## config.mk

```make
export PLATFORM = sky130hd
export DESIGN_NAME = boot_vector_seq
export DESIGN_NICKNAME = d
export VERILOG_FILES = /design/src/rtl/bvs_pkg.sv /design/src/rtl/bvs_fsm.sv /design/src/rtl/bvs_regs.sv /design/src/rtl/boot_vector_seq.sv
export SDC_FILE = /design/constraint.sdc
export NUM_CORES = 1
export LEC_CHECK = 0
export CAP_MARGIN = 15
export CORE_MARGIN = 4
export CORE_UTILIZATION = 60
export CTS_CLUSTER_SIZE = 16
export DETAILED_ROUTE_END_ITERATION = 7
export DONT_BUFFER_PORTS = 1
export PLACE_DENSITY = 0.76
export SLEW_MARGIN = 20
export SYNTH_ARGS = -nofsm -noshare
export SYNTH_HDL_FRONTEND = slang
export SYNTH_SLANG_ARGS = --single-unit
```

## constraint.sdc

```tcl
create_clock -name clk -period 2.1 [get_ports clk]
set_input_delay 0.42 -clock clk [delete_from_list [all_inputs] [get_ports clk]]
set_output_delay 0.42 -clock clk [all_outputs]
set_load 0.01 [all_outputs]
```

## src/rtl/bvs_pkg.sv

```systemverilog
package bvs_pkg;
    typedef enum logic [2:0] {
        ST_RESET_HOLD,
        ST_WAIT_GRANT,
        ST_READ_SP,
        ST_READ_PC,
        ST_FETCH_FIRST,
        ST_RUN,
        ST_HALT
    } bvs_state_e;

    localparam int IPL_W   = 3;
    localparam int IPL_TOP = (1 << IPL_W) - 1;
endpackage

```

## src/rtl/bvs_fsm.sv

```systemverilog
module bvs_fsm
    import bvs_pkg::*;
#(
    parameter int ADDR_W = 32,
    parameter int DATA_W = 32
) (
    input  logic              clk,
    input  logic              rst_n,
    input  logic              bus_grant,
    input  logic              bus_busy_other,
    input  logic              rd_valid,
    input  logic              rd_err,
    input  logic [1:0]        vec_low,
    input  logic              first_done,
    input  logic              core_fault,
    input  logic              exc_active,
    output logic              bus_req,
    output logic              rd_req,
    output logic [ADDR_W-1:0] rd_addr,
    output logic              ld_sp,
    output logic              ld_pc,
    output logic              start,
    output logic              running,
    output logic              halted
);
    localparam logic [ADDR_W-1:0] SP_ADDR = '0;
    localparam logic [ADDR_W-1:0] PC_ADDR = ADDR_W'(DATA_W / 8);

    bvs_state_e state, nxt;
    logic       start_q;
    logic       misaligned;

    assign misaligned = (vec_low != 2'b00);

    always_comb begin
        nxt = state;
        unique case (state)
            ST_RESET_HOLD:  nxt = ST_WAIT_GRANT;
            ST_WAIT_GRANT:  if (bus_grant && !bus_busy_other) nxt = ST_READ_SP;
            ST_READ_SP: begin
                if (rd_err)        nxt = ST_HALT;
                else if (rd_valid) nxt = ST_READ_PC;
            end
            ST_READ_PC: begin
                if (rd_err)        nxt = ST_HALT;
                else if (rd_valid) nxt = misaligned ? ST_HALT : ST_FETCH_FIRST;
            end
            ST_FETCH_FIRST: begin
                if (core_fault)      nxt = ST_HALT;
                else if (first_done) nxt = ST_RUN;
            end
            ST_RUN:         if (core_fault && exc_active) nxt = ST_HALT;
            ST_HALT:        nxt = ST_HALT;
            default:        nxt = ST_HALT;
        endcase
    end

    always_ff @(posedge clk) begin
        if (!rst_n) begin
            state   <= ST_RESET_HOLD;
            start_q <= 1'b0;
        end else begin
            state   <= nxt;
            start_q <= (nxt == ST_RUN) && (state != ST_RUN);
        end
    end

    always_comb begin
        bus_req = 1'b0;
        rd_req  = 1'b0;
        rd_addr = SP_ADDR;
        ld_sp   = 1'b0;
        ld_pc   = 1'b0;
        unique case (state)
            ST_WAIT_GRANT: bus_req = 1'b1;
            ST_READ_SP: begin
                bus_req = 1'b1;
                rd_req  = 1'b1;
                ld_sp   = rd_valid && !rd_err;
            end
            ST_READ_PC: begin
                bus_req = 1'b1;
                rd_req  = 1'b1;
                rd_addr = PC_ADDR;
                ld_pc   = rd_valid && !rd_err && !misaligned;
            end
            default: ;
        endcase
    end

    assign start   = start_q;
    assign running = (state == ST_RUN);
    assign halted  = (state == ST_HALT);
endmodule

```

## src/rtl/bvs_regs.sv

```systemverilog
module bvs_regs
    import bvs_pkg::*;
#(
    parameter int ADDR_W = 32,
    parameter int DATA_W = 32,
    parameter int NMEM   = 2
) (
    input  logic              clk,
    input  logic              rst_n,
    input  logic              ld_sp,
    input  logic              ld_pc,
    input  logic [DATA_W-1:0] rd_data,
    output logic              sr_super,
    output logic              sr_trace,
    output logic              sr_master,
    output logic [IPL_W-1:0]  sr_ipl,
    output logic [ADDR_W-1:0] vbr,
    output logic [NMEM-1:0]   mem_en,
    output logic [DATA_W-1:0] sp,
    output logic [DATA_W-1:0] pc
);
    always_ff @(posedge clk) begin
        if (!rst_n) begin
            sr_super  <= 1'b1;
            sr_trace  <= 1'b0;
            sr_master <= 1'b0;
            sr_ipl    <= IPL_W'(IPL_TOP);
            vbr       <= '0;
            sp        <= '0;
            pc        <= '0;
        end else begin
            if (ld_sp) sp <= rd_data;
            if (ld_pc) pc <= rd_data;
        end
    end

    for (genvar g = 0; g < NMEM; g++) begin : g_mem_en
        always_ff @(posedge clk) begin
            if (!rst_n) mem_en[g] <= 1'b0;
        end
    end
endmodule

```

## src/rtl/boot_vector_seq.sv

```systemverilog
module boot_vector_seq
    import bvs_pkg::*;
#(
    parameter int ADDR_W = 32,
    parameter int DATA_W = 32,
    parameter int NMEM   = 2
) (
    input  logic              clk,
    input  logic              rst_n,
    input  logic              bus_grant,
    input  logic              bus_busy_other,
    output logic              bus_req,
    output logic              rd_req,
    output logic [ADDR_W-1:0] rd_addr,
    input  logic [DATA_W-1:0] rd_data,
    input  logic              rd_valid,
    input  logic              rd_err,
    input  logic              first_done,
    input  logic              core_fault,
    input  logic              exc_active,
    output logic              sr_super,
    output logic              sr_trace,
    output logic              sr_master,
    output logic [2:0]        sr_ipl,
    output logic [ADDR_W-1:0] vbr,
    output logic [NMEM-1:0]   mem_en,
    output logic [DATA_W-1:0] sp,
    output logic [DATA_W-1:0] pc,
    output logic              start,
    output logic              running,
    output logic              halted
);
    logic ld_sp, ld_pc;

    bvs_fsm #(.ADDR_W(ADDR_W), .DATA_W(DATA_W)) u_fsm (
        .clk(clk), .rst_n(rst_n),
        .bus_grant(bus_grant), .bus_busy_other(bus_busy_other),
        .rd_valid(rd_valid), .rd_err(rd_err), .vec_low(rd_data[1:0]),
        .first_done(first_done), .core_fault(core_fault), .exc_active(exc_active),
        .bus_req(bus_req), .rd_req(rd_req), .rd_addr(rd_addr),
        .ld_sp(ld_sp), .ld_pc(ld_pc),
        .start(start), .running(running), .halted(halted)
    );

    bvs_regs #(.ADDR_W(ADDR_W), .DATA_W(DATA_W), .NMEM(NMEM)) u_regs (
        .clk(clk), .rst_n(rst_n),
        .ld_sp(ld_sp), .ld_pc(ld_pc), .rd_data(rd_data),
        .sr_super(sr_super), .sr_trace(sr_trace), .sr_master(sr_master),
        .sr_ipl(sr_ipl), .vbr(vbr), .mem_en(mem_en), .sp(sp), .pc(pc)
    );
endmodule

```

==> impl_metrics.toml <==
[power_and_ir_drop]
power.density_nw_per_um2 = 810
leakage_nw = 1.18
irDropWorstVdd_v = 0.000448

[timing]
rsz0062_at_grt = "no"
fmax_ghz = 0.547
final.period_utilization_pct = 87.1
setup_violations = 0
maxSlewViolCount = 0
post-route-min-period_ps = 1830
finalHoldViolations = 0
tns_ps = 0
fin_skew_ps = 7.83

[floorplan]
die-area_um2 = 6470
die_w_um = 80.4
fp.dieH_um = 80.4
core_um2 = 5110
start_util_pct = 61.6
num_rows = 26
io_pins = 182

[setup_path]
path_buf_inv = 2
worst_path_max_delay_cell = "dfxtp_1"
slowest_delay_ps = 540
crit_type = "flip-flop to flip-flop"
cp_data_arrival_time_ps = 2050
path_cells = "inv_1 > or4_1 > buf_4 > and3_1"
cp_top_family = "simple AND/OR/NAND/NOR gates"
worst_setup_path_end_kind = "flip-flop"
crit_fanout = 32
cp.required_ps = 2320
startpoint_type = "flip-flop"

[clock_tree]
post_cts_buffers = 0
ctsHoldBuffers = 0
clkTransAtPathRegs_ps = 70
cts_buffers = 9
clkLatencyLatePin_ps = 330
cts_max_path_buffers = 2
post_cts_resized = 0
root_buffer = "clkbuf_8"
clock_sinks = 68
htree_levels = 3
cts_tree = "yes"

[place]
io_buffers = 0
dp_hpwl_um = 4600
gp_congestion = 0.690

[drt]
vias = 2166
ant_nets = 0
drt_iter0_drc = 77
routed_wl_um = 6340
wl_per_cell_um = 14.0
vias_per_cell = 4.78
drc = 0
dr.pass1.iters = 4

[run_status]
status = "finished clean"

[finish]
diodes = 0
final_core_util_pct = 61.4
syn_to_final_growth_pct = -0.397
nets = 419
final_layout_size_suffix_gt1_share_pct = 6.53

[logic_synthesis]
ys_seq_elements = 68
netlist.area_leader.share_pct = 43.3
yosysWarnings = 0
synth.distinct_cells = 28
netlist_area_um2 = 3150
synthCells = 382
yosys-top-cells-area = "dfxtp_1 43%, buf_4 17%, nand2_1 15%"
synth_largest_area_cell = "dfxtp_1"
syn_area_per_cell_um2 = 8.24
ys_seq_area_share_pct = 43.3

[global_route]
grt_pass1_vias = 1990
grt_max_degree = 68
grtUsageTotal_pct = 19.0
antenna_found_initial = 0
grt_pass1_wl_um = 9410
overflow = 0

[flow_run]
drv_cap = 0

[worst_hold_path]
hp-class = "input pin to flip-flop"
-- final timing paths --
path / startpoint / endpoint / slack [ps] / cells past startpoint
setup reg to reg: u_fsm.state[0] / u_regs.pc[1] / 270 / 4
hold reg to reg: u_regs.pc[20] / u_regs.pc[20] / 510 / 2
setup / recovery: u_fsm.state[0] / u_regs.pc[1] / 270 / 4
hold / removal: rst_n / u_fsm.state[2] / 220 / 1
-- area by class of cell --
type / count / area, um2
inverter: 2 / 7.51
clock buffer: 12 / 155
multi-input combinational: 289 / 1420
fill: 465 / 1970
timing repair buffer: 8 / 60.1
sequential: 68 / 1360
clock inverter: 4 / 47.5
tap: 70 / 87.6
-- flip-flops by register name, indices dropped and copies added (netlist names) --
name	count
u_regs.sp	32
u_regs.pc	32
u_fsm.state	3
u_fsm.start	1
-- through the flow --
stage / area [um2] / hold slack, ps / instances / setup WS (ps) / total power, mW
5_1_grt: 3130 / 192 / 453 / 172 / 2.67
3_3_place_gp: 2930 / 497 / 437 / 376 / 1.49
6_report: 3130 / 218 / 453 / 271 / 2.54
3_5_place_dp: 2930 / 499 / 437 / 299 / 1.49
4_1_cts: 3130 / 194 / 453 / 287 / 2.57
2_1_floorplan: 3410 / 479 / 451 / 493 / 1.58
-- cells in the mapped netlist, drive strengths merged --
cell type	n
a21boi	62
a21oi	2
a311oi	1
a31oi	1
and2	2
and3	3
buf	83
clkbuf	9
conb	2
dfxtp	68
inv	2
nand2	125
nand2b	3
nand4bb	1
nor2	5
nor2b	3
nor3b	2
nor4	1
o21a	1
o21ai	1
o21bai	1
o22ai	1
o31a	1
or4	1
xnor2	1
-- cell usage in the layout, fill, tap and decap left out, types with 2 or more instances in the layout --
master / instances
nor2_1: 4
conb_1: 71
buf_4: 8
a21boi_0: 40
nor3b_1: 2
nand2b_1: 3
dfxtp_1: 68
inv_1: 2
nand2_1: 125
clkbuf_8: 11
a21oi_1: 2
nor2b_1: 3
and3_1: 3
clkinv_2: 2
a21boi_1: 22
and2_1: 2
-- logic make-up (layout without fill, tap and decap cells) --
kind of cell	after synthesis	count (layout)	share of synthesized area [%]
other	2	71	0.239
AO/OA/AOI/OAI	71	71	16.7
flip-flops	68	68	43.3
buffers and inverters	94	26	20.4
AND/OR/NAND/NOR	146	146	19.2
XOR/XNOR	1	1	0.278
-- layer usage --
metal  global-route usage (%)  part of all wire, %
met1                     21.5                   38
met2                     30.0                   47
met3                     8.63                   13
met4                     9.29                  1.4
met5                        0                    0
-- report_power, final --
part           internal [mW]  switching [mW]
Clock                  0.610           0.465
Sequential              1.30          0.0229
Combinational         0.0420          0.0951
Total                   1.96           0.583
Note: power is estimated with default switching activity, not from simulation.
